`config.mk`:
```
export PLATFORM = sky130hd
export DESIGN_NAME = sfr_bank
export DESIGN_NICKNAME = d
export VERILOG_FILES = /design/src/rtl/sfr_pkg.sv /design/src/rtl/sfr_stack.sv /design/src/rtl/sfr_dptr.sv /design/src/rtl/sfr_serial.sv /design/src/rtl/sfr_ports.sv /design/src/rtl/sfr_bank.sv
export SDC_FILE = /design/constraint.sdc
export NUM_CORES = 1
export LEC_CHECK = 0
export ABC_AREA = 1
export CAP_MARGIN = 20
export CELL_PAD_IN_SITES_DETAIL_PLACEMENT = 1
export CELL_PAD_IN_SITES_GLOBAL_PLACEMENT = 2
export CORE_AREA = 4 4 149 151
export CTS_CLUSTER_SIZE = 10
export DETAILED_ROUTE_END_ITERATION = 12
export DIE_AREA = 0 0 153 155
export MAX_ROUTING_LAYER = met4
export PLACE_DENSITY = 0.91
export SYNTH_ARGS = -nofsm -noshare
export SYNTH_HDL_FRONTEND = slang
export SYNTH_SLANG_ARGS = --single-unit
```
`constraint.sdc`:
```
create_clock -name clk -period 5 [get_ports clk]
set_input_delay 1 -clock clk [delete_from_list [all_inputs] [get_ports clk]]
set_output_delay 1 -clock clk [all_outputs]
set_load 0.02 [all_outputs]
```
`src/rtl/sfr_pkg.sv`:
```
package sfr_pkg;
  localparam int BYTE_W = 8;

  localparam logic [7:0] ADR_SP   = 8'h81;
  localparam logic [7:0] ADR_DLO  = 8'h82;
  localparam logic [7:0] ADR_DHI  = 8'h83;
  localparam logic [7:0] ADR_SER  = 8'h99;
  localparam logic [7:0] ADR_STAT = 8'hD0;
  localparam logic [7:0] ADR_ACC  = 8'hE0;
  localparam logic [7:0] ADR_B    = 8'hF0;
  localparam logic [7:0] ADR_PORT_BASE = 8'h80;
  localparam int         PORT_STRIDE   = 16;

  function automatic logic [7:0] port_addr(input int idx);
    return 8'(int'(ADR_PORT_BASE) + idx * PORT_STRIDE);
  endfunction
endpackage

```
`src/rtl/sfr_stack.sv`:
```
module sfr_stack #(
  parameter int W = 8,
  parameter logic [W-1:0] RST_VAL = 7
) (
  input  logic         clk,
  input  logic         rst_n,
  input  logic         push,
  input  logic         pop,
  input  logic         wr,
  input  logic [W-1:0] wdata,
  output logic [W-1:0] sp_o,
  output logic [W-1:0] addr_o
);
  logic [W-1:0] sp_q;
  logic [W-1:0] sp_up;
  logic [W-1:0] sp_dn;

  assign sp_up  = sp_q + W'(1);
  assign sp_dn  = sp_q - W'(1);
  // push uses the incremented pointer, pop uses the current one
  assign addr_o = push ? sp_up : sp_q;
  assign sp_o   = sp_q;

  always_ff @(posedge clk or negedge rst_n) begin
    if (!rst_n)    sp_q <= RST_VAL;
    else if (wr)   sp_q <= wdata;
    else if (push) sp_q <= sp_up;
    else if (pop)  sp_q <= sp_dn;
  end

  a_r2_push_advances: assert property (@(posedge clk) disable iff (!rst_n)
    (push && !wr) |=> (sp_o == $past(addr_o)));
  a_r3_pop_retreats: assert property (@(posedge clk) disable iff (!rst_n)
    (pop && !push && !wr) |=> (sp_o == $past(sp_o) - W'(1)));
  a_r4_bus_overrides: assert property (@(posedge clk) disable iff (!rst_n)
    wr |=> (sp_o == $past(wdata)));
endmodule

```
`src/rtl/sfr_dptr.sv`:
```
module sfr_dptr #(
  parameter int W = 16,
  localparam int HW = W / 2
) (
  input  logic          clk,
  input  logic          rst_n,
  input  logic          wr_lo,
  input  logic          wr_hi,
  input  logic [HW-1:0] wdata,
  input  logic          load,
  input  logic [W-1:0]  load_val,
  input  logic          inc,
  output logic [W-1:0]  dptr_o
);
  logic [HW-1:0] lo_q, hi_q;
  logic [W-1:0]  wide_next;
  logic          byte_wr;
  logic          wide_upd;

  assign byte_wr   = wr_lo || wr_hi;
  assign wide_upd  = (load || inc) && !byte_wr;
  assign wide_next = load ? load_val : ({hi_q, lo_q} + W'(1));
  assign dptr_o    = {hi_q, lo_q};

  always_ff @(posedge clk or negedge rst_n) begin
    if (!rst_n) begin
      lo_q <= '0;
      hi_q <= '0;
    end else if (byte_wr) begin
      if (wr_lo) lo_q <= wdata;
      if (wr_hi) hi_q <= wdata;
    end else if (wide_upd) begin
      {hi_q, lo_q} <= wide_next;
    end
  end

  a_r6_inc_carries: assert property (@(posedge clk) disable iff (!rst_n)
    (inc && !load && !byte_wr) |=> (dptr_o == $past(dptr_o) + W'(1)));
  a_r6_load_first: assert property (@(posedge clk) disable iff (!rst_n)
    (load && !byte_wr) |=> (dptr_o == $past(load_val)));
  a_r7_byte_wins: assert property (@(posedge clk) disable iff (!rst_n)
    (wr_lo && !wr_hi) |=> (dptr_o[W-1:HW] == $past(dptr_o[W-1:HW])));
endmodule

```
`src/rtl/sfr_serial.sv`:
```
module sfr_serial #(
  parameter int W = 8
) (
  input  logic         clk,
  input  logic         rst_n,
  input  logic         wr,
  input  logic [W-1:0] wdata,
  input  logic         rx_valid,
  input  logic [W-1:0] rx_data,
  output logic [W-1:0] tx_data_o,
  output logic         tx_start_o,
  output logic [W-1:0] rx_q_o
);
  logic [W-1:0] tx_q, rx_q;
  logic         start_q;

  always_ff @(posedge clk or negedge rst_n) begin
    if (!rst_n) begin
      tx_q    <= '0;
      rx_q    <= '0;
      start_q <= 1'b0;
    end else begin
      start_q <= wr;
      if (wr)       tx_q <= wdata;
      if (rx_valid) rx_q <= rx_data;
    end
  end

  assign tx_data_o  = tx_q;
  assign tx_start_o = start_q;
  assign rx_q_o     = rx_q;

  a_r8_pulse_after_write: assert property (@(posedge clk) disable iff (!rst_n)
    wr |=> (tx_start_o && tx_data_o == $past(wdata)));
  a_r8_pulse_drops: assert property (@(posedge clk) disable iff (!rst_n)
    !wr |=> !tx_start_o);
  a_r9_rx_holds: assert property (@(posedge clk) disable iff (!rst_n)
    !rx_valid |=> $stable(rx_q_o));
endmodule

```
`src/rtl/sfr_ports.sv`:
```
module sfr_ports #(
  parameter int N = 4,
  parameter int W = 8,
  parameter logic [W-1:0] RST_VAL = '1
) (
  input  logic           clk,
  input  logic           rst_n,
  input  logic [N-1:0]   wr_sel,
  input  logic [W-1:0]   wdata,
  output logic [N*W-1:0] q_o
);
  for (genvar i = 0; i < N; i++) begin : g_latch
    logic [W-1:0] lat_q;
    always_ff @(posedge clk or negedge rst_n) begin
      if (!rst_n)        lat_q <= RST_VAL;
      else if (wr_sel[i]) lat_q <= wdata;
    end
    assign q_o[i*W +: W] = lat_q;
  end

  a_r13_single_target: assert property (@(posedge clk) disable iff (!rst_n)
    $onehot0(wr_sel));
endmodule

```
`src/rtl/sfr_bank.sv`:
```
module sfr_bank
  import sfr_pkg::*;
#(
  parameter int NUM_PORTS = 4,
  parameter logic [7:0] UNMAPPED_VAL = 8'h00,
  parameter logic [7:0] SP_RESET = 8'h07,
  parameter logic [7:0] PORT_RESET = 8'hFF,
  localparam int DW = BYTE_W,
  localparam int PW = NUM_PORTS * BYTE_W
) (
  input  logic          clk,
  input  logic          rst_n,
  input  logic [7:0]    bus_addr,
  input  logic          bus_rd,
  input  logic          bus_wr,
  input  logic [DW-1:0] bus_wdata,
  output logic [DW-1:0] bus_rdata,
  input  logic          stk_push,
  input  logic          stk_pop,
  output logic [DW-1:0] stk_addr,
  output logic [DW-1:0] sp,
  input  logic          dptr_inc,
  input  logic          dptr_load,
  input  logic [2*DW-1:0] dptr_load_val,
  output logic [2*DW-1:0] dptr,
  input  logic          md_wr,
  input  logic [DW-1:0] md_acc,
  input  logic [DW-1:0] md_b,
  output logic [DW-1:0] acc,
  output logic [DW-1:0] b,
  output logic [DW-1:0] psw,
  output logic [PW-1:0] port_q,
  output logic [DW-1:0] tx_data,
  output logic          tx_start,
  input  logic          rx_valid,
  input  logic [DW-1:0] rx_data
);
  logic [DW-1:0] acc_q, b_q;
  logic [DW-1:1] stat_q;
  logic [DW-1:0] rx_q;
  logic [NUM_PORTS-1:0] port_wsel;
  logic wr_sp, wr_dlo, wr_dhi, wr_ser, wr_stat, wr_acc, wr_b;
  logic port_hit, mapped;
  logic [DW-1:0] rd_mux;

  assign wr_sp   = bus_wr && (bus_addr == ADR_SP);
  assign wr_dlo  = bus_wr && (bus_addr == ADR_DLO);
  assign wr_dhi  = bus_wr && (bus_addr == ADR_DHI);
  assign wr_ser  = bus_wr && (bus_addr == ADR_SER);
  assign wr_stat = bus_wr && (bus_addr == ADR_STAT);
  assign wr_acc  = bus_wr && (bus_addr == ADR_ACC);
  assign wr_b    = bus_wr && (bus_addr == ADR_B);

  for (genvar i = 0; i < NUM_PORTS; i++) begin : g_pdec
    assign port_wsel[i] = bus_wr && (bus_addr == port_addr(i));
  end

  always_comb begin
    port_hit = 1'b0;
    for (int i = 0; i < NUM_PORTS; i++)
      if (bus_addr == port_addr(i)) port_hit = 1'b1;
  end

  assign mapped = port_hit || (bus_addr == ADR_SP) || (bus_addr == ADR_DLO) ||
                  (bus_addr == ADR_DHI) || (bus_addr == ADR_SER) ||
                  (bus_addr == ADR_STAT) || (bus_addr == ADR_ACC) ||
                  (bus_addr == ADR_B);

  // accumulator, B and status byte
  always_ff @(posedge clk or negedge rst_n) begin
    if (!rst_n) begin
      acc_q  <= '0;
      b_q    <= '0;
      stat_q <= '0;
    end else begin
      if (wr_acc)     acc_q <= bus_wdata;
      else if (md_wr) acc_q <= md_acc;
      if (wr_b)       b_q   <= bus_wdata;
      else if (md_wr) b_q   <= md_b;
      if (wr_stat)    stat_q <= bus_wdata[DW-1:1];
    end
  end

  assign acc = acc_q;
  assign b   = b_q;
  assign psw = {stat_q, ^acc_q};

  sfr_stack #(.W(DW), .RST_VAL(SP_RESET)) u_stack (
    .clk(clk), .rst_n(rst_n), .push(stk_push), .pop(stk_pop),
    .wr(wr_sp), .wdata(bus_wdata), .sp_o(sp), .addr_o(stk_addr)
  );

  sfr_dptr #(.W(2*DW)) u_dptr (
    .clk(clk), .rst_n(rst_n), .wr_lo(wr_dlo), .wr_hi(wr_dhi),
    .wdata(bus_wdata), .load(dptr_load), .load_val(dptr_load_val),
    .inc(dptr_inc), .dptr_o(dptr)
  );

  sfr_serial #(.W(DW)) u_serial (
    .clk(clk), .rst_n(rst_n), .wr(wr_ser), .wdata(bus_wdata),
    .rx_valid(rx_valid), .rx_data(rx_data), .tx_data_o(tx_data),
    .tx_start_o(tx_start), .rx_q_o(rx_q)
  );

  sfr_ports #(.N(NUM_PORTS), .W(DW), .RST_VAL(PORT_RESET)) u_ports (
    .clk(clk), .rst_n(rst_n), .wr_sel(port_wsel), .wdata(bus_wdata),
    .q_o(port_q)
  );

  always_comb begin
    rd_mux = UNMAPPED_VAL;
    unique case (bus_addr)
      ADR_SP:   rd_mux = sp;
      ADR_DLO:  rd_mux = dptr[DW-1:0];
      ADR_DHI:  rd_mux = dptr[2*DW-1:DW];
      ADR_SER:  rd_mux = rx_q;
      ADR_STAT: rd_mux = psw;
      ADR_ACC:  rd_mux = acc_q;
      ADR_B:    rd_mux = b_q;
      default:  rd_mux = UNMAPPED_VAL;
    endcase
    for (int i = 0; i < NUM_PORTS; i++)
      if (bus_addr == port_addr(i)) rd_mux = port_q[i*DW +: DW];
  end

  assign bus_rdata = bus_rd ? rd_mux : '0;

  a_r10_stray_write_inert: assert property (@(posedge clk) disable iff (!rst_n)
    (bus_wr && !mapped && !md_wr) |=>
      ($stable(acc_q) && $stable(b_q) && $stable(stat_q) && $stable(port_q)));
  a_r11_md_loads: assert property (@(posedge clk) disable iff (!rst_n)
    (md_wr && !wr_acc && !wr_b) |=> (acc == $past(md_acc) && b == $past(md_b)));
  a_r11_bus_beats_md: assert property (@(posedge clk) disable iff (!rst_n)
    wr_acc |=> (acc == $past(bus_wdata)));
  a_r12_parity_follows: assert property (@(posedge clk) disable iff (!rst_n)
    ($countones(acc) % 2 == 1) == psw[0]);
endmodule

```
==> summary.md, run 1 <==
| Metric | Value |
|---|---|
| Die width | 153 um |
| Setup violators final | 0 |
| DR pass1 iterations | 5 |
| FF-to-FF End | u_dptr.hi_q[4]$_DFFE_PN0P_ |
| Max Transition Viols Final | 0 |
| Total Routing Usage GR | 20.7% |
| Synth top area cells | dfrtp_1, dfstp_2, nand2_1 |
| Detailed Place HPWL | 18100 um |
| First-pass GRT wire length | 37300 um |
| Cell count after synthesis | 799 |
| I/O Buffers | 170 |
| Commonest register cell after synthesis | dfrtp_1 |
| Hold worst-path end | u_serial.tx_data_o[5]$_DFFE_PN0P_ |
| Worst IR Drop VDD | 0.163 mV |
| Post-route worst setup slack | 0.418 ns |
| Clock latency on the worst-skew pair | 0.36 ns |
| Num CTS Buffers | 9 |
| Die H | 155 um |
| Initial antenna violation count | 0 |
| Dpl ws | 0.424 ns |
| Starting DRT DRC Count | 315 |
| Critical path arrival | 3.58 ns |
| Total negative slack | 0 ns |
| Cell Area, Placed | 7750 um2 |
| Yosys cell types | 37 |
| Row Count | 53 |
| WP data required | 4.00 ns |
| CORE AREA | 20800 um2 |
| Critical Path Start Type | input pin |
| Die area | 23700 um2 |
| Syn_nets | 870 |
| HP Class | flip-flop to flip-flop |
| CTS tree | done |
| Post-synthesis sequential area ratio | 42.2% |
| Maxcap violations | 0 |
| Seq cells post-synth | 96 |
| Crit path time final | 4.58 ns |
| Final hold viol count | 0 |
| Yosys top cell by area | dfrtp_1 |
| Setup CP Type | input pin to output port |
| EDFF count, synth | 0 |
| Mean Syn Cell Area | 7.26 um2 |
| Hold path cells | 1 |
| Synthesized area | 5800 um2 |
| Cells on worst reg2reg path | 9 |
| Post-CTS Hold Fix Bufs | 0 |
| GRT busiest layer | met2 |
| Relative slew slack | 41.4% |
| Synth top cells by count | nand2_1, nor2_1, o21ai_0, nand3_1, inv_1 |
| Antenna violation net count after detailed routing | 0 |
| Critical R2R Launch | u_dptr.lo_q[0]$_DFFE_PN0P_ |
| M1 GR Usage | 27.1% |
| Count leader, synth | nand2_1 |
| Nets | 1027 |
| Root Buffer | clkbuf_16 |
| Post-route DRC | 0 |
| Pin count of the biggest net entering global routing | 62 |
| Buffers inserted by post-CTS timing repair | 0 |
| Final cycle utilization of the critical path | 91.6% |
| Clock sink total | 96 |
| Fin area | 8060 um2 |
| Filler Cells Inserted | 2600 |
| H-Tree Depth | 3 |
| Routed vias/inst | 4.99 |
| RSZ-0062 raised after global routing | no |
| Yosys Warn Count | 0 |
| Grt total ovfl | 0 |
| Design Power | 2.56 mW |
| Power per cell area | 318 nW/um2 |
| # diodes | 0 |
| Ports | 171 |
| Status | complete, no violations |
| Post_cts resized | 0 |
| Clock transition at path regs | 0.08 ns |
| GR Util met3 | 4.23% |
| Initial core utilization | 27.9% |
| Vias in the first global route | 6289 |
| Via Count | 6163 |
| Share of cells above drive strength 1 | 9.05% |
| Global placer's final weighted congestion | 0.886 |
| Skew final | 0.00617 ns |
| Fmax | 218 MHz |
| Worst setup EP type | output port |
| Avg WL per Cell | 19.1 um |
| WL final | 23700 um |
| Leak | 3.36 nW |
| Area grow syn2layout | 38.9% |
| Worst-margin pin slew | 0.877 ns |
| Met2 usage | 33.0% |
| Hold Crit Start | u_serial.tx_data_o[5]$_DFFE_PN0P_ |
| Async set-or-reset flop fraction in the synthesized netlist | 100% |
| Clock tree buffer depth | 2 |
| Share of the synthesized area in the top cell type | 26.3% |
| R2R setup slack | 2.98 ns |
| Crit-path max FO | 20 |
[stage by stage]
step,utilization [%],std cells,hold slack (ns)
floorplan,-,799,0.481
global placement,37.2,1220,0.475
detailed placement,37.2,1220,0.483
CTS,38.7,1236,0.503
global route,38.7,1236,0.530
finish,38.7,1236,0.501
[how the worst max path moves through the flow]
stage          depth (start not counted)   startpoint  slack [ns]      endpoint
2_1_floorplan                         10  bus_addr[2]        1.69  bus_rdata[5]
3_3_place_gp                          12  bus_addr[3]        0.52  bus_rdata[7]
3_5_place_dp                          12  bus_addr[2]        0.42  bus_rdata[7]
4_1_cts                               12  bus_addr[2]        0.41  bus_rdata[7]
5_1_grt                               12  bus_addr[2]        0.23  bus_rdata[7]
6_report                              12  bus_addr[2]        0.42  bus_rdata[7]
[registers in the layout, summed over array words and instances, names as in the netlist, 8 cells and up]
signal / flops
b: 8
u_stack.sp_o: 8
u_dptr.hi_q: 8
u_serial.tx_data_o: 8
u_serial.rx_q_o: 8
u_dptr.lo_q: 8
acc: 8
u_ports.g_latch.lat_q: 32
[critical path, cell delays in order]
cell,delay [ns]
clkdlybuf4s50_1,0.44
inv_1,0.09
nand2_1,0.15
nor2_2,0.18
buf_4,0.24
nand2_1,0.17
o21ai_0,0.24
nor2_1,0.08
nand3_1,0.11
nand2_1,0.06
a21oi_1,0.18
clkdlybuf4s50_1,0.64
[cell type report]
class | count | area [um2] | share of cell area [%]
multi-input combinational | 593 | 2930 | 36.3
sequential | 96 | 2450 | 30.3
inverter | 83 | 312 | 3.87
tap | 275 | 344 | 4.27
clock buffer | 9 | 225 | 2.79
timing repair buffer | 173 | 1720 | 21.4
clock inverter | 7 | 85.1 | 1.06
[per-layer routing]
metal / vias up / routed length [um]
met4: 0 / 390
met2: 188 / 11100
li1: 2986 / -
met5: - / 0
met1: 2965 / 10900
met3: 24 / 1360
[cell families (layout without fill, tap and decap cells)]
logic type,after synthesis,count (layout),share of synthesized area (%)
and+or+nand+nor,404,404,30.4
DFF,96,96,42.2
xor gates and xnor gates,10,10,1.51
adders and majority gates,5,5,1.08
buffers and inverters,110,272,7.42
AOI/OAI and AO/OA,173,173,17.2
muxes,1,1,0.194
[power by group]
group	switching (mW)	leakage, nW	internal, mW	total (mW)
clock	0.371	0.147	0.358	0.729
combinational	0.478	2.10	0.355	0.833
sequential	0.126	1.11	0.876	1.00
total	0.976	3.36	1.59	2.56
[cell usage in the layout (no fill, tap or decap), types with 10 or more instances in the layout]
cell type / n
dfstp_2: 35
dfrtp_1: 61
o221ai_1: 11
nor3_1: 10
o211ai_1: 17
clkdlybuf4s50_1: 169
nand3_1: 80
a21oi_1: 36
inv_1: 71
o21ai_0: 83
nor2_1: 104
nand2_1: 181
No activity file was read; power rests on OpenSTA's default activity.
==> run 2, diff against run 1 <==
--- a/config.mk
+++ b/config.mk
@@ -9,12 +9,13 @@
 export CAP_MARGIN = 20
 export CELL_PAD_IN_SITES_DETAIL_PLACEMENT = 1
 export CELL_PAD_IN_SITES_GLOBAL_PLACEMENT = 2
-export CORE_AREA = 4 4 149 151
+export CORE_AREA = 4 4 147 149
+export CTS_BUF_LIST = sky130_fd_sc_hd__clkbuf_8
 export CTS_CLUSTER_SIZE = 10
 export DETAILED_ROUTE_END_ITERATION = 12
-export DIE_AREA = 0 0 153 155
+export DIE_AREA = 0 0 151 153
 export MAX_ROUTING_LAYER = met4
-export PLACE_DENSITY = 0.91
+export PLACE_DENSITY = 0.93
 export SYNTH_ARGS = -nofsm -noshare
 export SYNTH_HDL_FRONTEND = slang
 export SYNTH_SLANG_ARGS = --single-unit
==> summary.md, run 2 (synthesis results as in run 1) <==
| Metric | Value |
|---|---|
| RSZ-0062 raised after global routing | no |
| HP Class | flip-flop to flip-flop |
| Setup CP Type | input pin to output port |
| Most frequent cell on the critical path | nand2_1 |
| Post-route DRC | 0 |
| Critical Path Start Type | input pin |
| Fmax | 220 MHz |
| Die width | 151 um |
| Detailed Place HPWL | 18300 um |
| Ports | 171 |
| Antenna violation net count after detailed routing | 0 |
| WP data required | 4.00 ns |
| Status | complete, no violations |
| H-Tree Depth | 3 |
| Total negative slack | 0 ns |
| Cells along the critical path | clkdlybuf4s50_1 > inv_1 > nand2_1 > nor2_2 > buf_4 > nand2_1 > o21ai_0 > nor2_1 > nand3_1 > nand2_1 > a21oi_1 > clkdlybuf4s50_1 |
| Nets | 1027 |
| Final cycle utilization of the critical path | 90.9% |
| Post_cts resized | 0 |
| Root Buffer | clkbuf_8 |
| Worst setup EP type | output port |
| Power per cell area | 301 nW/um2 |
| Crit-path max FO | 20 |
| Starting DRT DRC Count | 318 |
| CORE AREA | 20200 um2 |
| Top reg by flops | u_ports.g_latch.lat_q |
| Buf+Inv Stages, Crit Path | 4 |
| Pin count of the biggest net entering global routing | 70 |
| I/O Buffers | 170 |
| Commonest non-fill, non-tap cell in the layout | nand2_1 |
| Multi-input logic area | 2930 um2 |
| CP max stage cell | clkdlybuf4s50_1 |
| R2R setup slack | 3.04 ns |
| Initial antenna violation count | 0 |
| Clock transition at path regs | 0.13 ns |
| Crit path time final | 4.54 ns |
| Clock tree buffer depth | 2 |
| Buffers inserted by post-CTS timing repair | 0 |
| Grt total ovfl | 0 |
| Global placer's final weighted congestion | 0.936 |
| Post-CTS Hold Fix Bufs | 0 |
| CTS tree | done |
| Clock latency on the worst-skew pair | 0.39 ns |
| Vias in the first global route | 6301 |
| Avg WL per Cell | 19.4 um |
| Max Transition Viols Final | 0 |
| Row Count | 52 |
| Fin util | 39.4% |
| Final hold viol count | 0 |
| Worst IR Drop VDD | 0.134 mV |
| Via Count | 6163 |
| Critical path arrival | 3.54 ns |
| Num CTS Buffers | 9 |
| # diodes | 0 |
| Die area | 23100 um2 |
| Share of cells above drive strength 1 | 9.05% |
| Initial core utilization | 28.8% |
| Max reg flops | 32 |
| Area grow syn2layout | 37.1% |
| Relative slew slack | 39.5% |
| CP max stage delay | 0.64 ns |
| FF/Latch Area | 2450 um2 |
| CP delay by family, top | buffers and inverters |
| Setup violators final | 0 |
| Design Power | 2.40 mW |
| Die H | 153 um |
| WL final | 23900 um |
| DR pass1 iterations | 5 |
| Filler Cells Inserted | 2531 |
| First-pass GRT wire length | 37100 um |
| Routed vias/inst | 5.01 |
| Leak | 3.32 nW |
| Most frequent cells in the layout | nand2_1, clkdlybuf4s50_1, nor2_1, o21ai_0, nand3_1 |
| Worst-margin pin slew | 0.908 ns |
| Clock sink total | 96 |
| Maxcap violations | 0 |
| Skew final | 0.0176 ns |
| Total Routing Usage GR | 21.4% |
==> run 2: cell type report <==
cell class | count | area share [%]
clock inverter | 7 | 1.12
multi-input combinational | 593 | 36.8
clock buffer | 9 | 1.56
tap | 270 | 4.25
sequential | 96 | 30.7
inverter | 83 | 3.92
timing repair buffer | 173 | 21.6
==> run 2: worst paths after layout <==
| path | from | endpoint | cells after the start |
|---|---|---|---|
| setup / recovery | bus_addr[3] | bus_rdata[2] | 12 |
| setup reg to reg | u_dptr.lo_q[0]$_DFFE_PN0P_ | u_dptr.hi_q[4]$_DFFE_PN0P_ | 9 |
| hold reg to reg | u_serial.tx_data_o[6]$_DFFE_PN0P_ | u_serial.tx_data_o[6]$_DFFE_PN0P_ | 1 |
| max in group asynchronous | rst_n | u_ports.g_latch[0].lat_q[2]$_DFFE_PN1P_ | 2 |
| hold / removal | u_serial.tx_data_o[6]$_DFFE_PN0P_ | u_serial.tx_data_o[6]$_DFFE_PN0P_ | 1 |
| min in group asynchronous | rst_n | u_stack.sp_o[4]$_DFFE_PN0P_ | 1 |
==> run 2: stage by stage <==
step / instance area [um2] / instances / setup WS (ns) / hold slack, ns
floorplan: 5800 / 799 / 1.69 / 0.481
global placement: 7740 / 1215 / 0.527 / 0.480
detailed placement: 7740 / 1215 / 0.474 / 0.479
CTS: 7960 / 1231 / 0.447 / 0.513
global route: 7960 / 1231 / 0.282 / 0.530
finish: 7960 / 1231 / 0.456 / 0.510
==> run 2: report_power, final <==
group | leakage (nW) | internal (mW) | switching, mW
combinational | 2.10 | 0.355 | 0.479
clock | 0.107 | 0.207 | 0.352
sequential | 1.11 | 0.876 | 0.127
==> run 2: layer usage <==
layer,track usage [%],wire length [um],vias to the layer above,part of all wire (%)
li1,-,-,2977,-
met1,28.2,10800,2986,45
met2,33.8,11300,175,47
met3,4.80,1420,25,6.0
met4,4.32,350,0,1.5
met5,-,0,-,0
==> run 2: worst register-to-register path: stages (launching register included) <==
cell	delay, ns
dfrtp_1	0.50
ha_1	0.23
nand3_1	0.12
nor2_1	0.30
nand2_1	0.15
nor2_1	0.21
nand3_1	0.10
nand3_1	0.09
nand2_1	0.08
a21oi_1	0.14
